`src/rtl/ecc256_pkg.sv`:
```
package ecc256_pkg;

    typedef enum logic [1:0] {
        ST_IDLE    = 2'd0,
        ST_ACCUM   = 2'd1,
        ST_PUBLISH = 2'd2
    } chunk_st_e;

endpackage

```
`src/rtl/ecc256_byte_term.sv`:
```
module ecc256_byte_term #(
    parameter int DATA_W = 8,
    parameter int IDX_W  = 8,
    localparam int COL_LEV = $clog2(DATA_W),
    localparam int COL_W   = 2 * COL_LEV,
    localparam int LINE_W  = 2 * IDX_W,
    localparam int PAR_W   = COL_W + LINE_W
) (
    input  logic [DATA_W-1:0] dat,
    input  logic [IDX_W-1:0]  idx,
    output logic [PAR_W-1:0]  term
);

    logic byte_par;
    assign byte_par = ^dat;

    for (genvar k = 0; k < COL_LEV; k++) begin : g_col
        logic [DATA_W-1:0] hi_mask;
        for (genvar b = 0; b < DATA_W; b++) begin : g_bit
            localparam logic SEL = ((b >> k) & 1) != 0;
            assign hi_mask[b] = SEL;
        end
        assign term[2*k]   = ^(dat & ~hi_mask);
        assign term[2*k+1] = ^(dat & hi_mask);
    end

    for (genvar k = 0; k < IDX_W; k++) begin : g_line
        assign term[COL_W+2*k]   = byte_par & ~idx[k];
        assign term[COL_W+2*k+1] = byte_par & idx[k];
    end

endmodule

```
`src/rtl/ecc256_chunk_fsm.sv`:
```
module ecc256_chunk_fsm
    import ecc256_pkg::*;
#(
    parameter int IDX_W = 8
) (
    input  logic             clk,
    input  logic             rst_n,
    input  logic             take,
    input  logic             clr,
    output logic [IDX_W-1:0] idx,
    output logic             last,
    output logic             load_res,
    output logic             done_q
);

    chunk_st_e st, st_n;

    assign last     = take && (idx == {IDX_W{1'b1}});
    assign load_res = (st == ST_PUBLISH);

    always_comb begin
        st_n = st;
        unique case (st)
            ST_IDLE:    if (take) st_n = last ? ST_PUBLISH : ST_ACCUM;
            ST_ACCUM:   if (last) st_n = ST_PUBLISH;
            ST_PUBLISH: st_n = take ? (last ? ST_PUBLISH : ST_ACCUM) : ST_IDLE;
            default:    st_n = ST_IDLE;
        endcase
        if (clr) st_n = ST_IDLE;
    end

    always_ff @(posedge clk or negedge rst_n) begin
        if (!rst_n) begin
            st  <= ST_IDLE;
            idx <= '0;
        end else begin
            st <= st_n;
            if (clr)       idx <= '0;
            else if (take) idx <= idx + 1'b1;
        end
    end

    always_ff @(posedge clk or negedge rst_n) begin
        if (!rst_n) done_q <= 1'b0;
        else        done_q <= (st == ST_PUBLISH);
    end

endmodule

```
`src/rtl/ecc256_spare_pack.sv`:
```
module ecc256_spare_pack #(
    parameter int PAR_W   = 22,
    localparam int CODE_W = PAR_W + 2,
    localparam int NBYTES = (CODE_W + 7) / 8
) (
    input  logic [PAR_W-1:0]  par,
    output logic [CODE_W-1:0] code
);

    logic [CODE_W-1:0] shifted;
    assign shifted = {par, 2'b00};

    for (genvar n = 0; n < NBYTES; n++) begin : g_byte
        localparam int LO = n * 8;
        localparam int HI = (LO + 7 < CODE_W) ? LO + 7 : CODE_W - 1;
        assign code[HI:LO] = ~shifted[HI:LO];
    end

endmodule

```
`src/rtl/ecc256_gen.sv`:
```
module ecc256_gen #(
    parameter int DATA_W      = 8,
    parameter int CHUNK_BYTES = 256,
    localparam int IDX_W   = $clog2(CHUNK_BYTES),
    localparam int COL_W   = 2 * $clog2(DATA_W),
    localparam int PAR_W   = COL_W + 2 * IDX_W,
    localparam int CODE_W  = PAR_W + 2
) (
    input  logic              clk,
    input  logic              rst_n,
    input  logic              ecc_en,
    input  logic              ecc_clr,
    input  logic              byte_vld,
    input  logic [DATA_W-1:0] byte_dat,
    output logic [PAR_W-1:0]  par_word,
    output logic [CODE_W-1:0] spare_code,
    output logic              res_done
);

    logic             take;
    logic             last;
    logic             load_res;
    logic [IDX_W-1:0] byte_idx;
    logic [PAR_W-1:0] term;
    logic [PAR_W-1:0] acc;
    logic [PAR_W-1:0] hold;

    assign take = ecc_en && byte_vld && !ecc_clr;

    ecc256_byte_term #(.DATA_W(DATA_W), .IDX_W(IDX_W)) term_i (
        .dat  (byte_dat),
        .idx  (byte_idx),
        .term (term)
    );

    ecc256_chunk_fsm #(.IDX_W(IDX_W)) fsm_i (
        .clk      (clk),
        .rst_n    (rst_n),
        .take     (take),
        .clr      (ecc_clr),
        .idx      (byte_idx),
        .last     (last),
        .load_res (load_res),
        .done_q   (res_done)
    );

    always_ff @(posedge clk or negedge rst_n) begin
        if (!rst_n) begin
            acc      <= '0;
            hold     <= '0;
            par_word <= '0;
        end else begin
            if (ecc_clr)   acc <= '0;
            else if (take) acc <= last ? '0 : (acc ^ term);
            if (last)      hold <= acc ^ term;
            if (load_res)  par_word <= hold;
        end
    end

    ecc256_spare_pack #(.PAR_W(PAR_W)) pack_i (
        .par  (par_word),
        .code (spare_code)
    );

endmodule


```
`config.mk`:
```
export PLATFORM = sky130hd
export DESIGN_NAME = ecc256_gen
export DESIGN_NICKNAME = d
export VERILOG_FILES = /design/src/rtl/ecc256_pkg.sv /design/src/rtl/ecc256_byte_term.sv /design/src/rtl/ecc256_chunk_fsm.sv /design/src/rtl/ecc256_spare_pack.sv /design/src/rtl/ecc256_gen.sv
export SDC_FILE = /design/constraint.sdc
export NUM_CORES = 1
export LEC_CHECK = 0
export CORE_MARGIN = 5
export CORE_UTILIZATION = 48
export CTS_BUF_LIST = sky130_fd_sc_hd__clkbuf_16
export DETAILED_ROUTE_END_ITERATION = 8
export PLACE_DENSITY = 0.76
export SYNTH_ARGS = -nofsm -noshare
export SYNTH_HDL_FRONTEND = slang
export SYNTH_SLANG_ARGS = --single-unit
```
`constraint.sdc`:
```
create_clock -name clk -period 1.6 [get_ports clk]
set_input_delay 0.32 -clock clk [delete_from_list [all_inputs] [get_ports clk]]
set_output_delay 0.32 -clock clk [all_outputs]
set_load 0.05 [all_outputs]
```
## After elaboration in Yosys (flattened, before gate mapping)

Cells that the tools add are included.

- Register bits: 77
- Output and inout port bits: 47

- Add/sub/neg operators: 1
- Bitwise gates (word level): 28
- Muxes and demuxes: 11
- Equality and inequality tests: 5
- Reductions and logical operators: 14

Operators by type and width:

| kind | count |
|---|---|
| $mux W22 | 3 |
| $reduce_xor A8 Y1 | 7 |
| $not A8 Y8 | 3 |
| $xor A22 B22 Y22 | 1 |
| $and A1 B1 Y1 | 16 |
| $mux W8 | 2 |
| $mux W2 | 5 |
| $add A8 B1 Y8 const B | 1 |
| $eq A8 B8 Y1 const B | 1 |
| $not A1 Y1 | 8 |
| $ne A3 B2 Y1 const B | 2 |
| $pmux W2 S3 | 1 |
| $logic_and A1 B1 Y1 | 3 |
| $eq A2 B1 Y1 const B | 1 |
| $eq A2 B2 Y1 const B | 1 |
| $logic_not A2 Y1 | 1 |
| $reduce_and A2 Y1 | 1 |
| $reduce_bool A2 Y1 | 1 |
| $logic_not A1 Y1 | 1 |

## Longest topological paths before layout

Gate-level depths: netlist of run 1.

- Depth after elaboration: 7
- Depth in mapped cells: 7
- Gate-level depth less buffers: 6

## By module

A second synthesis of run 1 with hierarchy kept.

- Cells, all modules: 366
- Area, all modules: 3,759.9 um^2

By module, submodules not included:

| module | instances | cells an instance | sequential area each (um^2) | area an instance (um^2) |
|---|---|---|---|---|
| ecc256_gen | 1 | 260 | 1,651.6 | 2,864.0 |
| ecc256_chunk_fsm | 1 | 48 | 275.3 | 525.5 |
| ecc256_byte_term | 1 | 33 | 0.0 | 269.0 |
| ecc256_spare_pack | 1 | 25 | 0.0 | 101.3 |

## Least setup slack after synthesis of run 1

Ideal clock, no wire load.

- Path type: input to register
- From: input port byte_dat[3]
- To: register hold[7]
- Library setup time: 122 ps
- Buffers on the path: 1
- Arrival: 1,520 ps
- Slack: -42 ps
- Stages on the path: 6
- Cell sequence: xor2_1 > xnor2_2 > xor2_2 > buf_6 > mux2i_1 > nand2_1

- Word-level cells in the longest chain between the ends: 3

Ends and longest elaborated chain:

| item | RTL line | source |
|---|---|---|
| start: declaration | ecc256_gen.sv:14 | `input logic [DATA_W-1:0] byte_dat,` |
| $reduce_xor A8 Y1 | ecc256_byte_term.sv:15 | `assign byte_par = ^dat;` |
| $and A1 B1 Y1 | ecc256_byte_term.sv:29 | `assign term[COL_W+2*k+1] = byte_par & idx[k];` |
| $xor A22 B22 Y22 | ecc256_gen.sv:55 | `if (last) hold <= acc ^ term;` |
| end signal: assignment | ecc256_gen.sv:55 |  |
| end: declaration | ecc256_gen.sv:26 | `logic [PAR_W-1:0] hold;` |

No other way between the ends.
A chain may end at the register's enable or synchronous reset.

## Worst setup path after layout of run 1

- From: register fsm_i.idx[0]
- To: register hold[4]

- Word-level cells in the longest chain between the ends: 2

Ends and longest elaborated chain:

| item | RTL line | source |
|---|---|---|
| start: declaration | ecc256_chunk_fsm.sv:10 | `output logic [IDX_W-1:0] idx,` |
| start signal: assignment | ecc256_chunk_fsm.sv:39 | `else if (take) idx <= idx + 1'b1;` |
| $eq A8 B8 Y1 | ecc256_chunk_fsm.sv:18 | `assign last = take && (idx == {IDX_W{1'b1}});` |
| $logic_and A1 B1 Y1 | ecc256_chunk_fsm.sv:18 |  |

No other way between the ends.

==> results of run 1 <==
cell families (layout without fill, tap and decap cells):
logic type,after synthesis,in the layout,synth area share (%)
and+or+nand+nor,149,149,17.8
AOI/OAI and AO/OA,79,79,13.5
DFF,77,77,52.2
buffers and inverters,66,159,7.39
xor gates and xnor gates,28,28,7.25
muxes,5,5,1.46
adders and majority gates,1,1,0.339
other,1,2,0.102
synth_stat cells:
| cell | n | area, sq um |
|---|---|---|
| o21ai_0 | 32 | 160 |
| o21ai_1 | 9 | 45.0 |
| a32oi_1 | 10 | 87.6 |
| xnor2_1 | 23 | 201 |
| nand2_1 | 82 | 308 |
| xnor2_2 | 2 | 32.5 |
| o211ai_1 | 8 | 60.1 |
| o211a_1 | 1 | 10.0 |
| nor2b_1 | 1 | 6.26 |
| nand3_1 | 17 | 85.1 |
| o211ai_2 | 1 | 12.5 |
| and4_1 | 3 | 26.3 |
| mux2_2 | 1 | 11.3 |
| mux2_1 | 2 | 22.5 |
| and3_1 | 2 | 12.5 |
| a22oi_1 | 3 | 22.5 |
| buf_1 | 2 | 7.51 |
| a21o_1 | 3 | 22.5 |
| nor2_1 | 20 | 75.1 |
| buf_4 | 3 | 22.5 |
| inv_1 | 37 | 139 |
| buf_2 | 5 | 25.0 |
| xor2_1 | 2 | 17.5 |
| conb_1 | 1 | 3.75 |
| mux2i_1 | 2 | 20.0 |
| nor3_1 | 9 | 45.0 |
| ha_1 | 1 | 12.5 |
| clkbuf_1 | 18 | 67.6 |
| a21oi_1 | 7 | 35.0 |
| and2_1 | 1 | 6.26 |
| buf_6 | 1 | 11.3 |
| xor2_2 | 1 | 16.3 |
| nand4_1 | 10 | 62.6 |
| o31ai_1 | 1 | 7.51 |
| dfrtp_1 | 77 | 1930 |
| a22o_1 | 4 | 35.0 |
| or3_1 | 1 | 6.26 |
| or4_1 | 3 | 22.5 |
worst max-delay path by stage:
stage	slack, ns	end
2_1_floorplan	0.003	hold[7]$_DFFE_PN0P_
3_3_place_gp	-0.53	acc[12]$_DFFE_PN0P_
3_5_place_dp	-0.59	acc[12]$_DFFE_PN0P_
4_1_cts	0.003	acc[12]$_DFFE_PN0P_
5_1_grt	-0.11	hold[21]$_DFFE_PN0P_
6_report	-0.05	hold[4]$_DFFE_PN0P_
worst max-delay path: stages (launching register included):
cell and delay [ns]:
dfrtp_1 0.39, ha_4 0.17, and4_4 0.23, nand4_1 0.22, buf_4 0.24, clkbuf_16 0.16
nand2_2 0.06, o21ai_1 0.06
registers in the layout (all words and copies together), names as in the netlist:
register      cells
fsm_i.st          2
acc              22
hold             22
fsm_i.idx         8
fsm_i.done_q      1
par_word         22
power by group through the flow:
stage / logic [W] / registers [W] / clock network [W]
floorplan: 0.000419 / 0.00206 / 0
global placement: 0.000702 / 0.00207 / 0
CTS: 0.000766 / 0.00204 / 0.00181
detailed placement: 0.000730 / 0.00207 / 0
global route: 0.000865 / 0.00205 / 0.00194
finish: 0.000807 / 0.00204 / 0.00182
layer usage:
metal  share of wire, %  wire length, microns  vias up
li1                   -                     -     1529
met1                 40                  3980     1611
met2                 52                  5210      137
met3                6.4                   638       17
met4                1.4                   137        0
met5                  0                     0        -
per-stage QoR:
step                      setup TNS (ns)  std cells
final                             -0.297        602
after global routing               -1.97        602
after CTS                              0        598
after detailed placement          -18.83        574
after global placement            -17.12        574
after floorplan                        0        407
final cells by class:
cell class	instances	area share (%)
Tap cell	102	2.36
Inverter	37	2.57
Sequential cell	77	35.7
Clock buffer	9	4.17
Clock inverter	7	0.741
Timing Repair Buffer	106	23.3
Multi-Input combinational cell	264	31.1
repair_timing:
action                     CTS  global route
setup buffers                7             2
pin swaps                    7            12
hold buffers                 1             0
gates resized for setup     21            31
setup endpoints to repair   31            26
gates cloned                 0             4
hold endpoints to repair    31             0
==> run summary, run 1 <==
synthesized cell area = 3690 sq um
# port buffers = 57
post-place setup slack = -0.587 ns
Final Max Tran Viols = 0
number of buffers created by CTS = 9
largest net degree at the start of global routing = 46
FILL cells = 534
leakage = 2.58 nW
wire length per cell = 16.6 microns
clk sink count = 77
Rows = 32
initial core utilization = 48.5%
GR Util All Layers = 19.9%
Top-Level Pins = 60
Hold WC Path Type = reg -> reg
H-tree depth = 3
Max IR drop VDD = 0.568 mV
CP endpoint kind = register
reg2reg path depth = 7
Netlist cell types = 38
n_diodes = 0
Gate power share = 17.3%
Clk pwr share = 39.0%
Synth Warn # = 0
CTS tree = built
Initial DRC Count = 366
Clock transition at path regs = 0.06 ns
Data arrival, critical path = 1.86 ns
Min Hold Slack = 0.468 ns
Die X = 97.7 microns
NumNets Final = 509
share of power burned in registers = 43.7%
vias in the first global route = 3223
Reg2Reg Capture Point = hold[4]$_DFFE_PN0P_
Final GP Congestion = 0.842
Hold Fails Final Rpt = 0
Syn Area/Cell = 9.09 sq um
RSZ-0062 raised after global routing = true
hold_sp = fsm_i.st[1]$_DFFE_PN0P_
post-route cell area = 5400 sq um
M3 GR Usage = 4.24%
antenna viol nets, final = 0
die area = 9540 sq um
Detailed Place HPWL = 6140 microns
commonest cells after routing, fill and taps aside = dfrtp_1, nand2_1, buf_4, inv_1, buf_12
cells after synthesis = 406
register area = 1930 sq um
Worst Setup SP = fsm_i.idx[0]$_DFFE_PN0P_
post-synthesis register bit count = 77
initial antenna violation count = 0
Critical Path Source Type = register
vias = 3294
RR Startpoint = fsm_i.idx[0]$_DFFE_PN0P_
total power = 0.00467 W
vias per inst = 5.47
R2R setup slack = -0.05 ns
Worst Hold End = fsm_i.st[1]$_DFFE_PN0P_
GR peak layer = met2
most common cell after layout, fill and taps aside = dfrtp_1
Worst Skew = 0.00903 ns
Min-Delay Path Depth = 1
internal power = 0.00339 W
Setup Viol. Count Final = 11
Tmin final = 1.65 ns
post-synthesis sequential area ratio = 52.2%
critical path required time = 1.81 ns
final core utilization = 71.0%
layout cells sized above 1 = 28.8%
Pwr Density = 865 nW/um^2
Net Sw Frac = 27.5%
Longest Clk Path Bufs = 2
first-pass detailed-route iteration total = 5
Max-Cap Viols = 0
period utilization = 103%
Post-DP Area = 4840 sq um
die height = 97.7 microns
met1 Use GR = 26.6%
Max Fclk = 607 MHz
critical path fanouts, max = 6
result of the run = complete, but fails checks
first-pass GRT wire length = 15800 microns
grt ovf = 0
failing checks = setup timing
area delta synth->final = 46.4%
Net Sw Power = 0.00129 W
multi-input logic area = 1680 sq um
area of the core = 7610 sq um
met2 GRT Util = 32.7%
Clk Latency, worst-skew pair = 0.33 ns
DRC viols = 0
Crit Path Class = reg -> reg
Final WS setup = -0.0461 ns
WL final = 9970 microns
Clk Tree Root Cell = clkbuf_16
No activity file was read; power rests on OpenSTA's default activity.
==> run 2, diff against run 1 <==
REMOVE_ABC_BUFFERS = 1   (was unset)
==> run summary, run 2 (synthesized netlist as in run 1, its figures left out) <==
RSZ-0062 raised after global routing = true
failing checks = hold timing, setup timing
Crit Path Class = reg -> reg
Cell Count, Final, Fillers Out = 623
Initial DRC Count = 267
Tmin final = 1.70 ns
vias in the first global route = 3365
leakage = 2.65 nW
placed insts = 578
WP buf/inv = 2
crit-path cells = ha_4 > nand3_4 > buf_4 > o211a_4 > buf_12 > a32oi_1 > nand2_1
area delta synth->final = 49.6%
Final Max Tran Viols = 0
Max Fclk = 589 MHz
result of the run = complete, but fails checks
Worst Skew = 0.00515 ns
Setup Viol. Count Final = 30
final setup TNS = -0.992 ns
Max IR drop VDD = 0.718 mV
CTS tree = built
area of the core = 7610 sq um
# port buffers = 57
FILL cells = 539
Die X = 97.7 microns
first-pass detailed-route iteration total = 5
n_diodes = 0
GR Util All Layers = 19.5%
Critical Path Source Type = register
die height = 97.7 microns
Data arrival, critical path = 1.91 ns
grt ovf = 0
Clk Tree Root Cell = clkbuf_16
number of buffers created by CTS = 9
max incr delay on CP = 0.43 ns
Hold WC Path Type = in -> async
wire length per cell = 16.5 microns
critical path required time = 1.81 ns
biggest regs = acc (22), hold (22), par_word (22)
initial antenna violation count = 0
commonest cells after routing, fill and taps aside = nand2_1, dfrtp_1, buf_4, inv_1
vias = 3452
DRC viols = 0
clk sink count = 77
CP delay by family, top = compound AO/OA/AOI/OAI gates
Clock transition at path regs = 0.06 ns
Clk Latency, worst-skew pair = 0.33 ns
Max-Cap Viols = 0
first-pass GRT wire length = 15500 microns
critical path fanouts, max = 6
Detailed Place HPWL = 5850 microns
layout cells sized above 1 = 31.1%
Hold Fails Final Rpt = 3
CP endpoint kind = register
vias per inst = 5.54
Longest Clk Path Bufs = 2
Rows = 32
initial core utilization = 48.5%
Min Hold Slack = -0.00926 ns
die area = 9540 sq um
largest net degree at the start of global routing = 78
antenna viol nets, final = 0
most common cell after layout, fill and taps aside = nand2_1
period utilization = 106%
NumNets Final = 530
H-tree depth = 3
slowest CP cell = dfrtp_1
Final GP Congestion = 0.828
Top-Level Pins = 60
WL final = 10300 microns
Pwr Density = 945 nW/um^2
Final WS setup = -0.0982 ns
==> run 2: through the flow <==
stage,setup WS (ns),util (%),total power [W],cell area (sq um)
after floorplan,-0.498,-,0.00241,3560
after global placement,-0.509,62.9,0.00274,4780
after detailed placement,-0.558,62.9,0.00278,4780
after CTS,-0.00532,68.7,0.00505,5230
after global routing,-0.143,72.6,0.00537,5520
final,-0.0982,72.6,0.00522,5520
==> run 2: path summary, 6_finish.rpt <==
check                                    startpoint                 endpoint  slack (ns)  cells past startpoint
max reg2reg                fsm_i.idx[1]$_DFFE_PN0P_       acc[6]$_DFFE_PN0P_        -0.1                      7
max in group asynchronous                     rst_n     hold[15]$_DFFE_PN0P_        1.27                      2
min                                           rst_n  par_word[2]$_DFFE_PN0P_      -0.009                      2
min in group clk               hold[18]$_DFFE_PN0P_     hold[18]$_DFFE_PN0P_        0.47                      2
max                        fsm_i.idx[1]$_DFFE_PN0P_       acc[6]$_DFFE_PN0P_        -0.1                      7
min reg2reg                    hold[18]$_DFFE_PN0P_     hold[18]$_DFFE_PN0P_        0.47                      2
==> run 2: worst register-to-register path: stages, from the launching register on <==
cell     delay [ns]
dfrtp_1        0.43
ha_4           0.18
nand3_4        0.08
buf_4          0.16
o211a_4        0.28
buf_12         0.15
a32oi_1        0.20
nand2_1        0.09
==> run 2: cell type report <==
class	count	area (sq um)	share of cell area [%]
Multi-Input combinational cell	264	1620	29.3
Tap cell	102	128	2.31
Timing Repair Buffer	127	1380	25.0
Clock inverter	7	106	1.93
Clock buffer	9	225	4.08
Sequential cell	77	1930	34.9
Inverter	37	139	2.52
==> run 2: metal layers <==
layer | GRT usage (%) | share of wire, % | vias to the layer above
met5 | 0 | 0 | -
met4 | 7.67 | 4.2 | 0
met3 | 4.16 | 7.7 | 36
met2 | 33.9 | 51 | 143
met1 | 23.6 | 37 | 1700
li1 | - | - | 1573
==> run 2: report_power, final <==
group	switching (W)	internal, W
clock network	0.000761	0.00150
registers	0.0000527	0.00199
logic	0.000475	0.000433
==> run 2: timing repair <==
item | CTS | global route
hold buffers | 0 | 0
setup endpoints to repair | 29 | 33
gates resized for setup | 24 | 40
buffers inserted | 6 | 18
gates cloned | 1 | 4
pin swaps | 7 | 34
